==> src/rtl/sup_reset_pkg.sv <==
package sup_reset_pkg;

  // Stretch length in clock cycles from clock rate and wall time in microseconds.
  function automatic longint stretch_cycles(input longint clk_hz, input longint dur_us);
    return (clk_hz * dur_us) / 64'd1_000_000;
  endfunction

  // Minimum qualified low run in clock cycles, rounded up, never below one.
  function automatic int filt_cycles(input longint clk_hz, input longint min_ns);
    longint c;
    c = (clk_hz * min_ns + 64'd999_999_999) / 64'd1_000_000_000;
    return (c < 1) ? 1 : int'(c);
  endfunction

  // Counter width able to hold 0..n.
  function automatic int cnt_width(input int n);
    return (n < 2) ? 1 : $clog2(n + 1);
  endfunction

endpackage

==> src/rtl/srg_sync.sv <==
module srg_sync #(
  parameter int  W       = 1,
  parameter logic RST_VAL = 1'b0
) (
  input  logic         clk_i,
  input  logic         rst_i,
  input  logic [W-1:0] d_i,
  output logic [W-1:0] q_o
);
  logic [W-1:0] meta_q;
  logic [W-1:0] sync_q;

  always_ff @(posedge clk_i) begin
    if (rst_i) begin
      meta_q <= {W{RST_VAL}};
      sync_q <= {W{RST_VAL}};
    end else begin
      meta_q <= d_i;
      sync_q <= meta_q;
    end
  end

  assign q_o = sync_q;
endmodule

==> src/rtl/srg_mr_filter.sv <==
module srg_mr_filter #(
  parameter int FILT = 8
) (
  input  logic clk_i,
  input  logic rst_i,
  input  logic mr_n_i,
  output logic mr_act_o
);
  logic act_q;

  generate
    if (FILT <= 1) begin : g_direct
      always_ff @(posedge clk_i) begin
        if (rst_i) act_q <= 1'b0;
        else       act_q <= ~mr_n_i;
      end
    end else begin : g_count
      localparam int FW = $clog2(FILT);
      localparam logic [FW-1:0] RUN_LAST = FW'(FILT - 1);
      logic [FW-1:0] run_q;

      always_ff @(posedge clk_i) begin
        if (rst_i || mr_n_i) begin
          run_q <= '0;
          act_q <= 1'b0;
        end else if (run_q == RUN_LAST) begin
          act_q <= 1'b1;
        end else begin
          run_q <= run_q + 1'b1;
        end
      end
    end
  endgenerate

  assign mr_act_o = act_q;
endmodule

==> src/rtl/srg_stretch.sv <==
module srg_stretch #(
  parameter int S  = 16,
  parameter int CW = 5
) (
  input  logic          clk_i,
  input  logic          rst_i,
  input  logic          hold_i,
  output logic          rst_n_o,
  output logic          rst_o,
  output logic [CW-1:0] cnt_o
);
  localparam logic [CW-1:0] FULL = CW'(S);

  logic [CW-1:0] cnt_q;
  logic          active;
  logic          rst_n_q;
  logic          rst_q;

  always_comb active = hold_i || (cnt_q != '0);

  always_ff @(posedge clk_i) begin
    if (rst_i) begin
      cnt_q   <= FULL;
      rst_n_q <= 1'b0;
      rst_q   <= 1'b1;
    end else begin
      if (hold_i)             cnt_q <= FULL;
      else if (cnt_q != '0)   cnt_q <= cnt_q - 1'b1;
      rst_n_q <= ~active;
      rst_q   <= active;
    end
  end

  assign rst_n_o = rst_n_q;
  assign rst_o   = rst_q;
  assign cnt_o   = cnt_q;
endmodule

==> src/rtl/sup_reset_gen.sv <==
module sup_reset_gen
  import sup_reset_pkg::*;
#(
  parameter int CLK_HZ     = 50_000_000,
  parameter int STRETCH_US = 200_000,
  parameter int MR_MIN_NS  = 150
) (
  input  logic clk_i,
  input  logic rst_i,
  input  logic supply_ok_i,
  input  logic mr_n_i,
  output logic rst_n_o,
  output logic rst_o
);
  localparam int STRETCH_CYC = int'(stretch_cycles(longint'(CLK_HZ), longint'(STRETCH_US)));
  localparam int FILT_CYC    = filt_cycles(longint'(CLK_HZ), longint'(MR_MIN_NS));
  localparam int CW          = cnt_width(STRETCH_CYC);

  logic          sup_s;
  logic          mr_s;
  logic          mr_act;
  logic          hold;
  logic [CW-1:0] stretch_cnt;

  // Supply flag resets to "bad", manual request to "idle".
  srg_sync #(.W(1), .RST_VAL(1'b0)) u_sync_sup (
    .clk_i(clk_i), .rst_i(rst_i), .d_i(supply_ok_i), .q_o(sup_s)
  );

  srg_sync #(.W(1), .RST_VAL(1'b1)) u_sync_mr (
    .clk_i(clk_i), .rst_i(rst_i), .d_i(mr_n_i), .q_o(mr_s)
  );

  srg_mr_filter #(.FILT(FILT_CYC)) u_filt (
    .clk_i(clk_i), .rst_i(rst_i), .mr_n_i(mr_s), .mr_act_o(mr_act)
  );

  always_comb hold = ~sup_s | mr_act;

  srg_stretch #(.S(STRETCH_CYC), .CW(CW)) u_stretch (
    .clk_i(clk_i), .rst_i(rst_i), .hold_i(hold),
    .rst_n_o(rst_n_o), .rst_o(rst_o), .cnt_o(stretch_cnt)
  );
endmodule

==> config.mk <==
export PLATFORM = sky130hd
export DESIGN_NAME = sup_reset_gen
export DESIGN_NICKNAME = d
export VERILOG_FILES = /design/src/rtl/sup_reset_pkg.sv /design/src/rtl/srg_sync.sv /design/src/rtl/srg_mr_filter.sv /design/src/rtl/srg_stretch.sv /design/src/rtl/sup_reset_gen.sv
export SDC_FILE = /design/constraint.sdc
export NUM_CORES = 1
export LEC_CHECK = 0
export BUFFER_PORTS_ARGS = -buffer_cell sky130_fd_sc_hd__buf_2
export CAP_MARGIN = 20
export CORE_MARGIN = 1.5
export CORE_UTILIZATION = 35
export DETAILED_ROUTE_END_ITERATION = 7
export HOLD_SLACK_MARGIN = 0.05
export PLACE_DENSITY = 0.56
export SYNTH_ARGS = -nofsm -noshare
export SYNTH_HDL_FRONTEND = slang
export SYNTH_SLANG_ARGS = --single-unit
==> constraint.sdc <==
create_clock -name clk_i -period 2.7 [get_ports clk_i]
set_input_delay 0 -clock clk_i [delete_from_list [all_inputs] [get_ports clk_i]]
set_output_delay 0 -clock clk_i [all_outputs]
set_load 0.01 [all_outputs]
==> qor.yml <==
placed_design:
  io_buffers: 5
  dpl_worst_slack_ns: 0.5583
  place_congestion: 0.7054
  hpwlAfterDp_microns: 2353
  place_area_sq_um: 1868
global_routing:
  track_usage_pct: 13.98
  use_met1_pct: 18.89
  grt_max_degree: 29
  grt_pass1_vias: 1238
  grt_overflow: 0
  grt_use_met2_pct: 21.33
  met3_usage_pct: 3.659
  antenna_found_initial: 0
  grt_pass1_wl_microns: 5823
  grt_busiest_layer: "met2"
pwr:
  peakVddDrop_uv: 262.4
  swShare_pct: 22.01
  p_int_mw: 0.8060
  clkPwrFrac_pct: 44.7
  p_per_area_nw_per_um2: 509.9
  seqPwrFrac_pct: 49.9
  total_leakage_power_nw: 0.7340
  pwr-share-comb_pct: 5.4
  p_sw_mw: 0.2274
  power_mw: 1.033
detailed_routing:
  drc: 0
  via_per_inst: 5.310
  postRouteAntennaNets: 0
  via_count: 1423
  dr.first_iter.drc_count: 65
  first_pass_iters: 4
  wirelength_microns: 3570
  avgRoutedWirePerCell_microns: 13.32
logic_synthesis:
  syn_area_per_cell_sq_um: 9.410
  synth-seq-area-share_pct: 38.07
  syn-num-nets: 198
  synth-main-ff-cell: "dfxtp_1"
  synth.largest_area_cell: "dfxtp_1"
  netlist_instances: 190
  synth_top_area_share_pct: 38.07
  synth_area_sq_um: 1788
  yosysUniqueCellTypes: 49
  synth-seq-cells: 34
  synth_warnings: 0
  yosys-top-cells-area: "dfxtp_1 38%, mux2i_1 6.7%, nor4_4 4.8%"
  synthArstFlopShare_pct: 0
  synth_edf_count: 0
sta:
  slew_violations: 0
  period_share_pct: 80.67
  fmax_ghz: 0.4591
  tightest_slew_ns: 0.6791
  fin_crit_ns: 2.178
  final-hold-violation-count: 0
  tns_ns: 0
  slew_headroom_pct: 54.73
  timing.final.ws_setup_ns: 0.5219
  grt_setup_unrepaired: "no"
  clock_skew_ns: 0.006268
  setup_viol_count_final: 0
worst_setup_path:
  worstSetupPathType: "reg2reg"
  cp-end-kind: "flop"
  worst_setup_path_start_kind: "flop"
  path_max_fanout: 20
  worstRegToRegCells: 6
  rr_endpoint: "u_stretch.cnt_o[19]"
  ff2ff_setup_slack_ns: 0.52
  timing.rr.start: "u_stretch.cnt_o[0]"
  crit_required_ns: 2.88
  arrival_ns: 2.36
cts:
  htreeDepth: 2
  ctsLongestPathBuffers: 2
  cts_tree: "yes"
  clock_latency_ns: 0.29
  cts.clk_slew.worst_paths_ns: 0.07
  cts_resized: 0
  clock_sinks: 34
  clockRootBuffer: "clkbuf_8"
  numCtsBuffers: 5
cells_and_area:
  final_common_cell: "dfxtp_1"
  fin_nets: 208
  layout_common_cells: "34 x dfxtp_1, 15 x nand2_1, 14 x nor2_1"
  area_delta_synth_final_pct: 13.37
  design_area_sq_um: 2027
  final_core_utilization_pct: 42.08
  drive_gt1_share_pct: 18.91
  diodes: 0
  fill_cells: 511
min_path:
  worst_hold_path.endpoint: "u_sync_mr.q_o"
  hold_depth: 1
  worstHoldStart: "u_sync_mr.meta_q"
  hp-class: "reg2reg"
die:
  dieArea_sq_um: 5547
  chipHeight_microns: 74.48
  row_count: 25
  io_pins: 6
  coreArea_sq_um: 4817
  die_w_microns: 74.48
  initial_utilization_pct: 37.12
job:
  maxCapViolCount: 0
outcome:
  status: "finished clean"
Yosys cell counts, drive strengths merged, types with 5 or more instances:
| cell | count |
|---|---|
| dfxtp | 34 |
| nand2 | 15 |
| nor2 | 15 |
| mux2i | 12 |
| a21oi | 10 |
| nor3 | 9 |
| nand4 | 7 |
| clkbuf | 6 |
| nand2b | 6 |
| nor4 | 6 |
| nand3 | 5 |
| o21ai | 5 |
sequential cells by signal (all words and copies together), names as in the netlist:
signal                cells
u_sync_mr.q_o             1
u_sync_sup.q_o            1
u_stretch.rst_o           1
u_stretch.rst_n_o         1
u_stretch.cnt_o          24
u_sync_mr.meta_q          1
u_filt.mr_act_o           1
u_sync_sup.meta_q         1
u_filt.g_count.run_q      3
per-layer routing:
metal,part of all wire (%),routed length [microns]
met4,1.6,56
met5,0,0
met3,2.3,83
met2,44,1582
met1,52,1847
critical path, stage by stage (launching register included):
cell	delay, ns
dfxtp_1	0.45
inv_1	0.12
ha_1	0.21
nor4b_2	0.17
and4_1	0.42
or4_1	0.58
mux2i_1	0.13
how the worst max path moves through the flow:
stage / slack [ns] / start / endpoint / depth (start not counted)
floorplan: 0.86 / u_stretch.cnt_o[0] / u_stretch.cnt_o[21] / 7
global placement: 0.60 / u_stretch.cnt_o[0] / u_stretch.cnt_o[19] / 6
detailed placement: 0.56 / u_stretch.cnt_o[0] / u_stretch.cnt_o[19] / 6
CTS: 0.54 / u_stretch.cnt_o[0] / u_stretch.cnt_o[19] / 6
global route: 0.35 / u_stretch.cnt_o[0] / u_stretch.cnt_o[6] / 6
finish: 0.52 / u_stretch.cnt_o[0] / u_stretch.cnt_o[19] / 6
kinds of logic (layout without fill, tap and decap cells):
family	Yosys count	after routing	synth area share (%)
flip-flops	34	34	38.07
multiplexers	12	12	6.718
AO/OA/AOI/OAI	31	31	11.97
XOR/XNOR	1	1	0.4899
buffers and inverters	13	24	3.499
adder cells (fa/ha/maj)	4	4	2.799
AND/OR/NAND/NOR	95	95	36.46
power groups by stage:
| stage | sequential, mW | combinational (mW) | clock (mW) |
|---|---|---|---|
| final | 0.516 | 0.0560 | 0.462 |
| after global routing | 0.516 | 0.0611 | 0.497 |
| after CTS | 0.515 | 0.0561 | 0.478 |
| after detailed placement | 0.527 | 0.0502 | 0 |
| after global placement | 0.527 | 0.0498 | 0 |
| after floorplan | 0.526 | 0.0373 | 0 |
metrics by stage:
step | cells | hold WS [ns]
6_report | 268 | 0.4136
3_3_place_gp | 255 | 0.1845
3_5_place_dp | 255 | 0.1874
5_1_grt | 268 | 0.4307
4_1_cts | 268 | 0.4188
2_1_floorplan | 190 | 0.1038
timing repair:
item	CTS	global route
hold buffers	5	0
setup buffers	0	0
hold endpoints to repair	8	0
cell type report:
type,instances,area [sq um],share of cell area [%]
Tap cell,67,83.83,4.136
Clock buffer,5,68.82,3.395
Sequential cell,34,680.7,33.58
Clock inverter,3,40.04,1.975
Timing Repair Buffer,13,97.59,4.815
Multi-Input combinational cell,143,1045,51.54
Inverter,3,11.26,0.5556
Note: power is estimated with default switching activity, not from simulation.
